<file path="src/rtl/u2f_pkg.sv">
package u2f_pkg;
  localparam int FP_W      = 32;
  localparam int FP_EXP_W  = 8;
  localparam int FP_FRAC_W = 23;
  localparam int FP_BIAS   = 127;

  typedef struct packed {
    logic                 sign;
    logic [FP_EXP_W-1:0]  expo;
    logic [FP_FRAC_W-1:0] frac;
  } fp_word_t;

  // Biased exponent from an unbiased (non-negative) exponent.
  function automatic logic [FP_EXP_W-1:0] bias_exp(input logic [FP_EXP_W-1:0] unb);
    return unb + FP_EXP_W'(FP_BIAS);
  endfunction

  // Pack fields; a zero operand gives +0.0.
  function automatic fp_word_t pack_fp(input logic is_zero,
                                       input logic [FP_EXP_W-1:0] expo,
                                       input logic [FP_FRAC_W-1:0] frac);
    fp_word_t w;
    w.sign = 1'b0;
    w.expo = is_zero ? '0 : expo;
    w.frac = is_zero ? '0 : frac;
    return w;
  endfunction
endpackage

</file>
<file path="src/rtl/u2f_lead_enc.sv">
module u2f_lead_enc #(
  parameter int IN_W  = 8,
  parameter int POS_W = $clog2(IN_W)
) (
  input  logic [IN_W-1:0]  vec_i,
  output logic [POS_W-1:0] pos_o,
  output logic             any_o
);
  // mask_above[i]: some bit above i is set
  logic [IN_W-1:0] mask_above;
  logic [IN_W-1:0] hot;
  logic [POS_W-1:0][IN_W-1:0] sel;

  assign mask_above[IN_W-1] = 1'b0;
  genvar i, k;
  generate
    for (i = 0; i < IN_W-1; i++) begin : g_chain
      assign mask_above[i] = mask_above[i+1] | vec_i[i+1];
    end
    for (i = 0; i < IN_W; i++) begin : g_hot
      assign hot[i] = vec_i[i] & ~mask_above[i];
    end
    for (k = 0; k < POS_W; k++) begin : g_bit
      for (i = 0; i < IN_W; i++) begin : g_term
        if (((i >> k) % 2) == 1) begin : g_on
          assign sel[k][i] = hot[i];
        end else begin : g_off
          assign sel[k][i] = 1'b0;
        end
      end
      assign pos_o[k] = |sel[k];
    end
  endgenerate

  assign any_o = |vec_i;
endmodule

</file>
<file path="src/rtl/u2f_norm.sv">
module u2f_norm #(
  parameter int IN_W   = 8,
  parameter int POS_W  = $clog2(IN_W),
  parameter int FRAC_W = 23
) (
  input  logic [IN_W-1:0]   vec_i,
  input  logic [POS_W-1:0]  pos_i,
  output logic [FRAC_W-1:0] frac_o
);
  localparam logic [POS_W-1:0] TOP_POS = POS_W'(IN_W-1);
  localparam int PAD_W = FRAC_W - (IN_W-1);

  logic [POS_W-1:0] amt;
  logic [POS_W:0][IN_W-1:0] stg;

  assign amt    = TOP_POS - pos_i;
  assign stg[0] = vec_i;

  genvar s;
  generate
    for (s = 0; s < POS_W; s++) begin : g_stage
      assign stg[s+1] = amt[s] ? (stg[s] << (1 << s)) : stg[s];
    end
  endgenerate

  // hidden bit at stg[POS_W][IN_W-1] is dropped
  assign frac_o = {stg[POS_W][IN_W-2:0], {PAD_W{1'b0}}};
endmodule

</file>
<file path="src/rtl/u2f_conv.sv">
module u2f_conv
  import u2f_pkg::*;
#(
  parameter int IN_W = 8
) (
  input  logic            clk,
  input  logic            rst_n,
  input  logic            in_valid,
  input  logic [IN_W-1:0] in_value,
  output logic            cvt_valid,
  output logic [FP_W-1:0] cvt_word
);
  localparam int POS_W = $clog2(IN_W);

  logic [POS_W-1:0]     lead_pos;
  logic                 lead_any;
  logic [FP_FRAC_W-1:0] norm_frac;
  logic [FP_EXP_W-1:0]  exp_biased;
  logic                 load_en;
  fp_word_t             packed_w;

  u2f_lead_enc #(.IN_W(IN_W), .POS_W(POS_W)) u_enc (
    .vec_i(in_value), .pos_o(lead_pos), .any_o(lead_any)
  );

  u2f_norm #(.IN_W(IN_W), .POS_W(POS_W), .FRAC_W(FP_FRAC_W)) u_norm (
    .vec_i(in_value), .pos_i(lead_pos), .frac_o(norm_frac)
  );

  assign exp_biased = bias_exp(FP_EXP_W'(lead_pos));
  assign packed_w   = pack_fp(~lead_any, exp_biased, norm_frac);
  assign load_en    = in_valid;

  always_ff @(posedge clk or negedge rst_n) begin
    if (!rst_n) begin
      cvt_valid <= 1'b0;
      cvt_word  <= '0;
    end else begin
      cvt_valid <= in_valid;
      if (load_en) cvt_word <= packed_w;
    end
  end


  lead_bit_set_chk: assert property (@(posedge clk) disable iff (!rst_n)
    lead_any |-> (in_value[lead_pos] == 1'b1));

  lead_is_top_chk: assert property (@(posedge clk) disable iff (!rst_n)
    lead_any |-> ((in_value >> lead_pos) == IN_W'(1)));

  sign_clear_chk: assert property (@(posedge clk) disable iff (!rst_n)
    cvt_word[FP_W-1] == 1'b0);

  exp_range_chk: assert property (@(posedge clk) disable iff (!rst_n)
    (cvt_valid && cvt_word != '0) |->
      (cvt_word[30:23] >= 8'(FP_BIAS) && cvt_word[30:23] <= 8'(FP_BIAS + IN_W - 1)));

  frac_tail_zero_chk: assert property (@(posedge clk) disable iff (!rst_n)
    cvt_valid |-> (cvt_word[FP_FRAC_W-IN_W:0] == '0));

  zero_word_chk: assert property (@(posedge clk) disable iff (!rst_n)
    (in_valid && in_value == '0) |=> (cvt_word == '0));

  valid_lat_chk: assert property (@(posedge clk) disable iff (!rst_n)
    cvt_valid == $past(in_valid));

  hold_word_chk: assert property (@(posedge clk) disable iff (!rst_n)
    !in_valid |=> $stable(cvt_word));
endmodule

</file>
<file path="config.mk">
export PLATFORM = sky130hd
export DESIGN_NAME = u2f_conv
export DESIGN_NICKNAME = d
export VERILOG_FILES = /design/src/rtl/u2f_pkg.sv /design/src/rtl/u2f_lead_enc.sv /design/src/rtl/u2f_norm.sv /design/src/rtl/u2f_conv.sv
export SDC_FILE = /design/constraint.sdc
export NUM_CORES = 1
export LEC_CHECK = 0
export BUFFER_PORTS_ARGS = -buffer_cell sky130_fd_sc_hd__buf_2
export CAP_MARGIN = 20
export CORE_MARGIN = 2
export CORE_UTILIZATION = 50
export DETAILED_ROUTE_END_ITERATION = 8
export PLACE_DENSITY_LB_ADDON = 0.1
export SLEW_MARGIN = 10
export SYNTH_ARGS = -nofsm -noshare
export SYNTH_HDL_FRONTEND = slang
export SYNTH_SLANG_ARGS = --single-unit
</file>
<file path="constraint.sdc">
create_clock -name clk -period 1.1 [get_ports clk]
set_input_delay 0.165 -clock clk [delete_from_list [all_inputs] [get_ports clk]]
set_output_delay 0.165 -clock clk [all_outputs]
set_load 0.05 [all_outputs]
</file>
**Yosys cells after proc, flatten, opt, wreduce, memory -nomap -nowiden**

Cells that the tools add are included.

- Add/subtract/negate cells: 2
- Mux-type cells: 5
- Bitwise gates (word level): 17
- Reductions and logical operators: 4

Operators by type and width:

| cell | number |
|---|---|
| two-way mux 23 bit | 1 |
| two-way mux 7 bit | 3 |
| OR reduction 4 bit | 3 |
| adder 3 x 7 -> 8 bit, second input constant | 1 |
| two-way mux 8 bit | 1 |
| OR reduction 8 bit | 1 |
| bitwise AND 1 bit | 6 |
| NOT 1 bit | 6 |
| bitwise OR 1 bit | 5 |
| subtractor 3 bit, first input constant | 1 |

- Register bits after elaboration: 32
- Bits of input ports: 11

**Logic depth before layout (Yosys ltp)**

- Depth after elaboration: 13
- Mapped depth: 8

**Cells and area by module**

Synthesis repeated with hierarchy kept, for this count alone.

- Cells, all modules: 182
- Area, all modules: 1715.4 µm²

By module, submodules not included:

| module | instances | cells each | area each (µm²) | sequential area each (µm²) |
|---|---|---|---|---|
| u2f_conv | 1 | 133 | 1320.0 | 750.7 |
| u2f_norm | 1 | 37 | 329.1 | 0.0 |
| u2f_lead_enc | 1 | 12 | 66.3 | 0.0 |

**Worst setup path after synthesis**

No wires, ideal clock.

- Path kind: input -> register
- From: input port in_value[4]
- To: register cvt_word[25]
- Arrival: 1.368 ns
- Data required time: 1.022 ns
- Path slack: -0.346 ns
- Cell stages on the path: 7
- Cells stage by stage: buf_4 -> nor3b_2 -> or3_1 -> a31oi_1 -> ha_1 -> ha_1 -> o2bb2ai_1

- Word-level cells in the longest chain between the ends: 8
- Elaborated cells on any way between the ends: 16

Ends and longest elaborated chain:

| item | RTL line | text |
|---|---|---|
| from (decl) | u2f_conv.sv:9 | `input logic [IN_W-1:0] in_value,` |
| bitwise OR 1 bit (3 in a row) | u2f_lead_enc.sv:18 | `assign mask_above[i] = mask_above[i+1] \| vec_i[i+1];` |
| NOT 1 bit | u2f_lead_enc.sv:21 | `assign hot[i] = vec_i[i] & ~mask_above[i];` |
| bitwise AND 1 bit | u2f_lead_enc.sv:21 |  |
| OR reduction 4 bit | u2f_lead_enc.sv:31 | `assign pos_o[k] = \|sel[k];` |
| adder 3 x 7 -> 8 bit | u2f_pkg.sv:15 | `return unb + FP_EXP_W'(FP_BIAS);` |
| two-way mux 8 bit * | u2f_pkg.sv:24 | `w.expo = is_zero ? '0 : expo;` |
| to (signal assigned) | u2f_conv.sv:40 | `if (load_en) cvt_word <= packed_w;` |
| to (decl) | u2f_conv.sv:11 | `output logic [FP_W-1:0] cvt_word` |

Every way passes the cells marked *; elsewhere a longest branch is shown, timed or not.
A chain may end at the register's enable or synchronous reset.

**Final worst setup path**

- From: input port in_value[6]
- To: register cvt_word[25]

- Word-level cells in the longest chain between the ends: 10
- Elaborated cells on any way between the ends: 22

Ends and longest elaborated chain:

| item | RTL line |
|---|---|
| bitwise OR 1 bit (5 in a row) | u2f_lead_enc.sv:18 |
| NOT 1 bit | u2f_lead_enc.sv:21 |
| bitwise AND 1 bit | u2f_lead_enc.sv:21 |
| OR reduction 4 bit | u2f_lead_enc.sv:31 |
| adder 3 x 7 -> 8 bit | u2f_pkg.sv:15 |
| two-way mux 8 bit * | u2f_pkg.sv:24 |

Marked as above.

==> results.toml <==
[synthesis]
yosysMostFrequentCell = "buf_4"
synthTopCellsByCount = "20 x buf_4, 14 x dfrtp_1, 9 x o21ai_0"
syn_area_um2 = 1000
synthArstFlopShare_pct = 100
synth_cells = 111
yosysTopAreaCell = "dfrtp_1"
ys.flop_type = "dfrtp_1"
syn_avg_cell_area_um2 = 9.02
netlist_top_cells_area = "dfrtp_1 35%, buf_4 15%, o21ai_0 4.5%"
synth_cell_type_count = 39
ys_seq_area_share_pct = 35.0
yosysTopAreaCellShare_pct = 35.0
yosysWarnings = 0
ys_seq_elements = 14
synth-edff-count = 0

[drt]
via_per_inst = 5.57
drt-pass1-iter-count = 7
vias = 1092
wirelength_um = 3450
drtIter0Drc = 38
antenna_left = 0
wire_per_inst_um = 17.6
drcViolationCount = 0

[clock_network]
root_buffer = "clkbuf_4"
cts.path.max_buffers = 2
htreeDepth = 1
cts_tree = "yes"
path_clk_slew_ps = 90
cts.sinks = 14
clk_latency_ps = 300
cts_inserted_buffers = 3

[floorplanning]
start_util_pct = 52.1
core_area_um2 = 1920
die_h_um = 48.7
floorplan.die_area_um2 = 2380
placement_rows = 16
die_x_um = 48.7
io_pins = 44

[global_routing]
use_met3_pct = 6.17
top_usage_layer = "met2"
grt_overflow = 0
grt_pass1_vias = 947
grtUsageMet2_pct = 42.7
groute.usage.overall_pct = 25.7
antenna_found_initial = 0
grt_max_degree = 15
grtUsageMet1_pct = 33.5
grt_pass1_wl_um = 4620

[layout]
fin_area_um2 = 1600
finalNetCount = 183
layout-drive-gt1-share_pct = 52.1
layout.cells.non_filler = 196
area_growth_pct = 59.6
final_util_pct = 83.1
fillCellCount = 114
antenna_cells = 0

[power_and_ir_drop]
vdd_drop_max_mv = 1.16
p_leak_nw = 0.752
power_w = 0.00177
p_per_area_nw_per_um2 = 1110

[worst_setup_path]
critPathMaxStageDelay_ps = 350
slowest_stage = "or3_4"
crit_path_start_kind = "primary input"
crit_type = "primary input to register"
worstPathMaxFanout = 3
cp-end-kind = "register"
r2r_cells = 2
crit_arrival_ps = 1450
required_ps = 1330
cp_common_cell = "ha_4"
cp_cell_sequence = "buf_8 -> and2b_1 -> or3_4 -> a31oi_4 -> ha_4 -> ha_4 -> o2bb2ai_2"

[worst_hold_path]
hold_class = "primary input to register"
whs_path_depth = 1

[sta]
drv_slew = 0
max_freq_mhz = 819
fin_skew_ps = 0
hold_ws_ps = 132
hold_violations = 0
grt_setup_unrepaired = "true"
period_needed_ps = 1220
finalCritPeriodShare_pct = 111
setup_viol_count_final = 9
setup_slack_ps = -122

[placement]
post-place-cells = 181
dp_hpwl_um = 1880
port_buffers = 26
dpl_cell_area_um2 = 1250
place_congestion = 0.849

[run_status]
violations = "negative setup slack"
status = "finished with violations"

[flow_run]
max_cap_viol_count = 0
-- cell usage in the layout, fill, tap and decap left out, drive strengths merged --
master / netlist / routed
a21oi: 8 / 8
a22o: 2 / 2
a2bb2oi: 1 / 1
a31oi: 3 / 3
a32oi: 1 / 1
and2b: 1 / 1
buf: 22 / 58
clkbuf: 2 / 7
conb: 1 / 17
dfrtp: 14 / 14
dlygate4sd3: 0 / 1
ha: 2 / 2
inv: 9 / 9
nand2: 5 / 5
nand3: 2 / 2
nand4: 2 / 2
nor2: 4 / 4
nor2b: 3 / 3
nor3: 2 / 2
nor3b: 1 / 1
nor4: 1 / 1
o21ai: 10 / 10
o221a: 1 / 1
o2bb2ai: 5 / 5
o311ai: 2 / 2
o31a: 2 / 2
o31ai: 2 / 2
o32ai: 1 / 1
o41ai: 1 / 1
or3: 1 / 1
-- power breakdown --
group	internal, W	switching, W	leakage [nW]	total, W
sequential	0.000559	0.0000300	0.169	0.000589
clock	0.000202	0.000196	0.0210	0.000398
combinational	0.000256	0.000525	0.562	0.000781
-- layout make-up --
| type | count | area, µm² | share of cell area, % |
|---|---|---|---|
| Tap cell | 27 | 33.8 | 2.11 |
| Timing Repair Buffer | 62 | 492 | 30.8 |
| Inverter | 9 | 36.3 | 2.27 |
| Clock buffer | 4 | 36.3 | 2.27 |
| Multi-Input combinational cell | 80 | 649 | 40.6 |
| Sequential cell | 14 | 350 | 21.9 |
-- flip-flops by register name (all words and copies together) (netlist names) --
signal and flops:
cvt_word 13, cvt_valid 1
-- per-layer routing --
layer,vias up,routed length [µm]
li1,487,-
met1,530,1390
met2,65,1720
met3,10,274
met4,0,54
met5,-,0
-- final timing paths --
path / from / end / slack, ps
hold / removal: in_valid / cvt_valid / 130
setup reg to reg: cvt_word[21] / cvt_word[21] / 300
max in group asynchronous: rst_n / cvt_word[21] / 570
setup / recovery: in_value[6] / cvt_word[25] / -120
min in group asynchronous: rst_n / cvt_word[20] / 280
hold reg to reg: cvt_word[22] / cvt_word[22] / 490
-- cell families (layout without fill, tap and decap cells) --
group / after synthesis / in the layout / share of synthesized area [%]
flops: 14 / 14 / 35.0
simple gates: 22 / 22 / 13.3
other cells: 1 / 17 / 0.375
fa+ha+maj: 2 / 2 / 2.50
buf+inv: 33 / 75 / 20.6
compound gates: 39 / 39 / 28.3
-- timing repair --
action                                 in CTS  in global routing
hold buffers                                1                  0
endpoints found under the hold margin      14                  0
gates resized for setup                    25                 33
pin swaps                                   9                 15
setup endpoints to repair                  12                 22
buffers inserted                            6                  5
-- metrics by stage --
step | setup TNS (ps) | setup slack, ps
after floorplan | -1230 | -334
final | -634 | -122
after global placement | -4500 | -522
after CTS | -579 | -162
after global routing | -876 | -150
after detailed placement | -4920 | -607
-- worst max-delay path: cells and delay by family --
family / cells / cell delay [ps]
buffers and inverters: 1 / 80
adders and majority gates: 2 / 360
and+or+nand+nor: 2 / 540
AOI/OAI and AO/OA: 2 / 300
(Power assumes the default switching activity.)
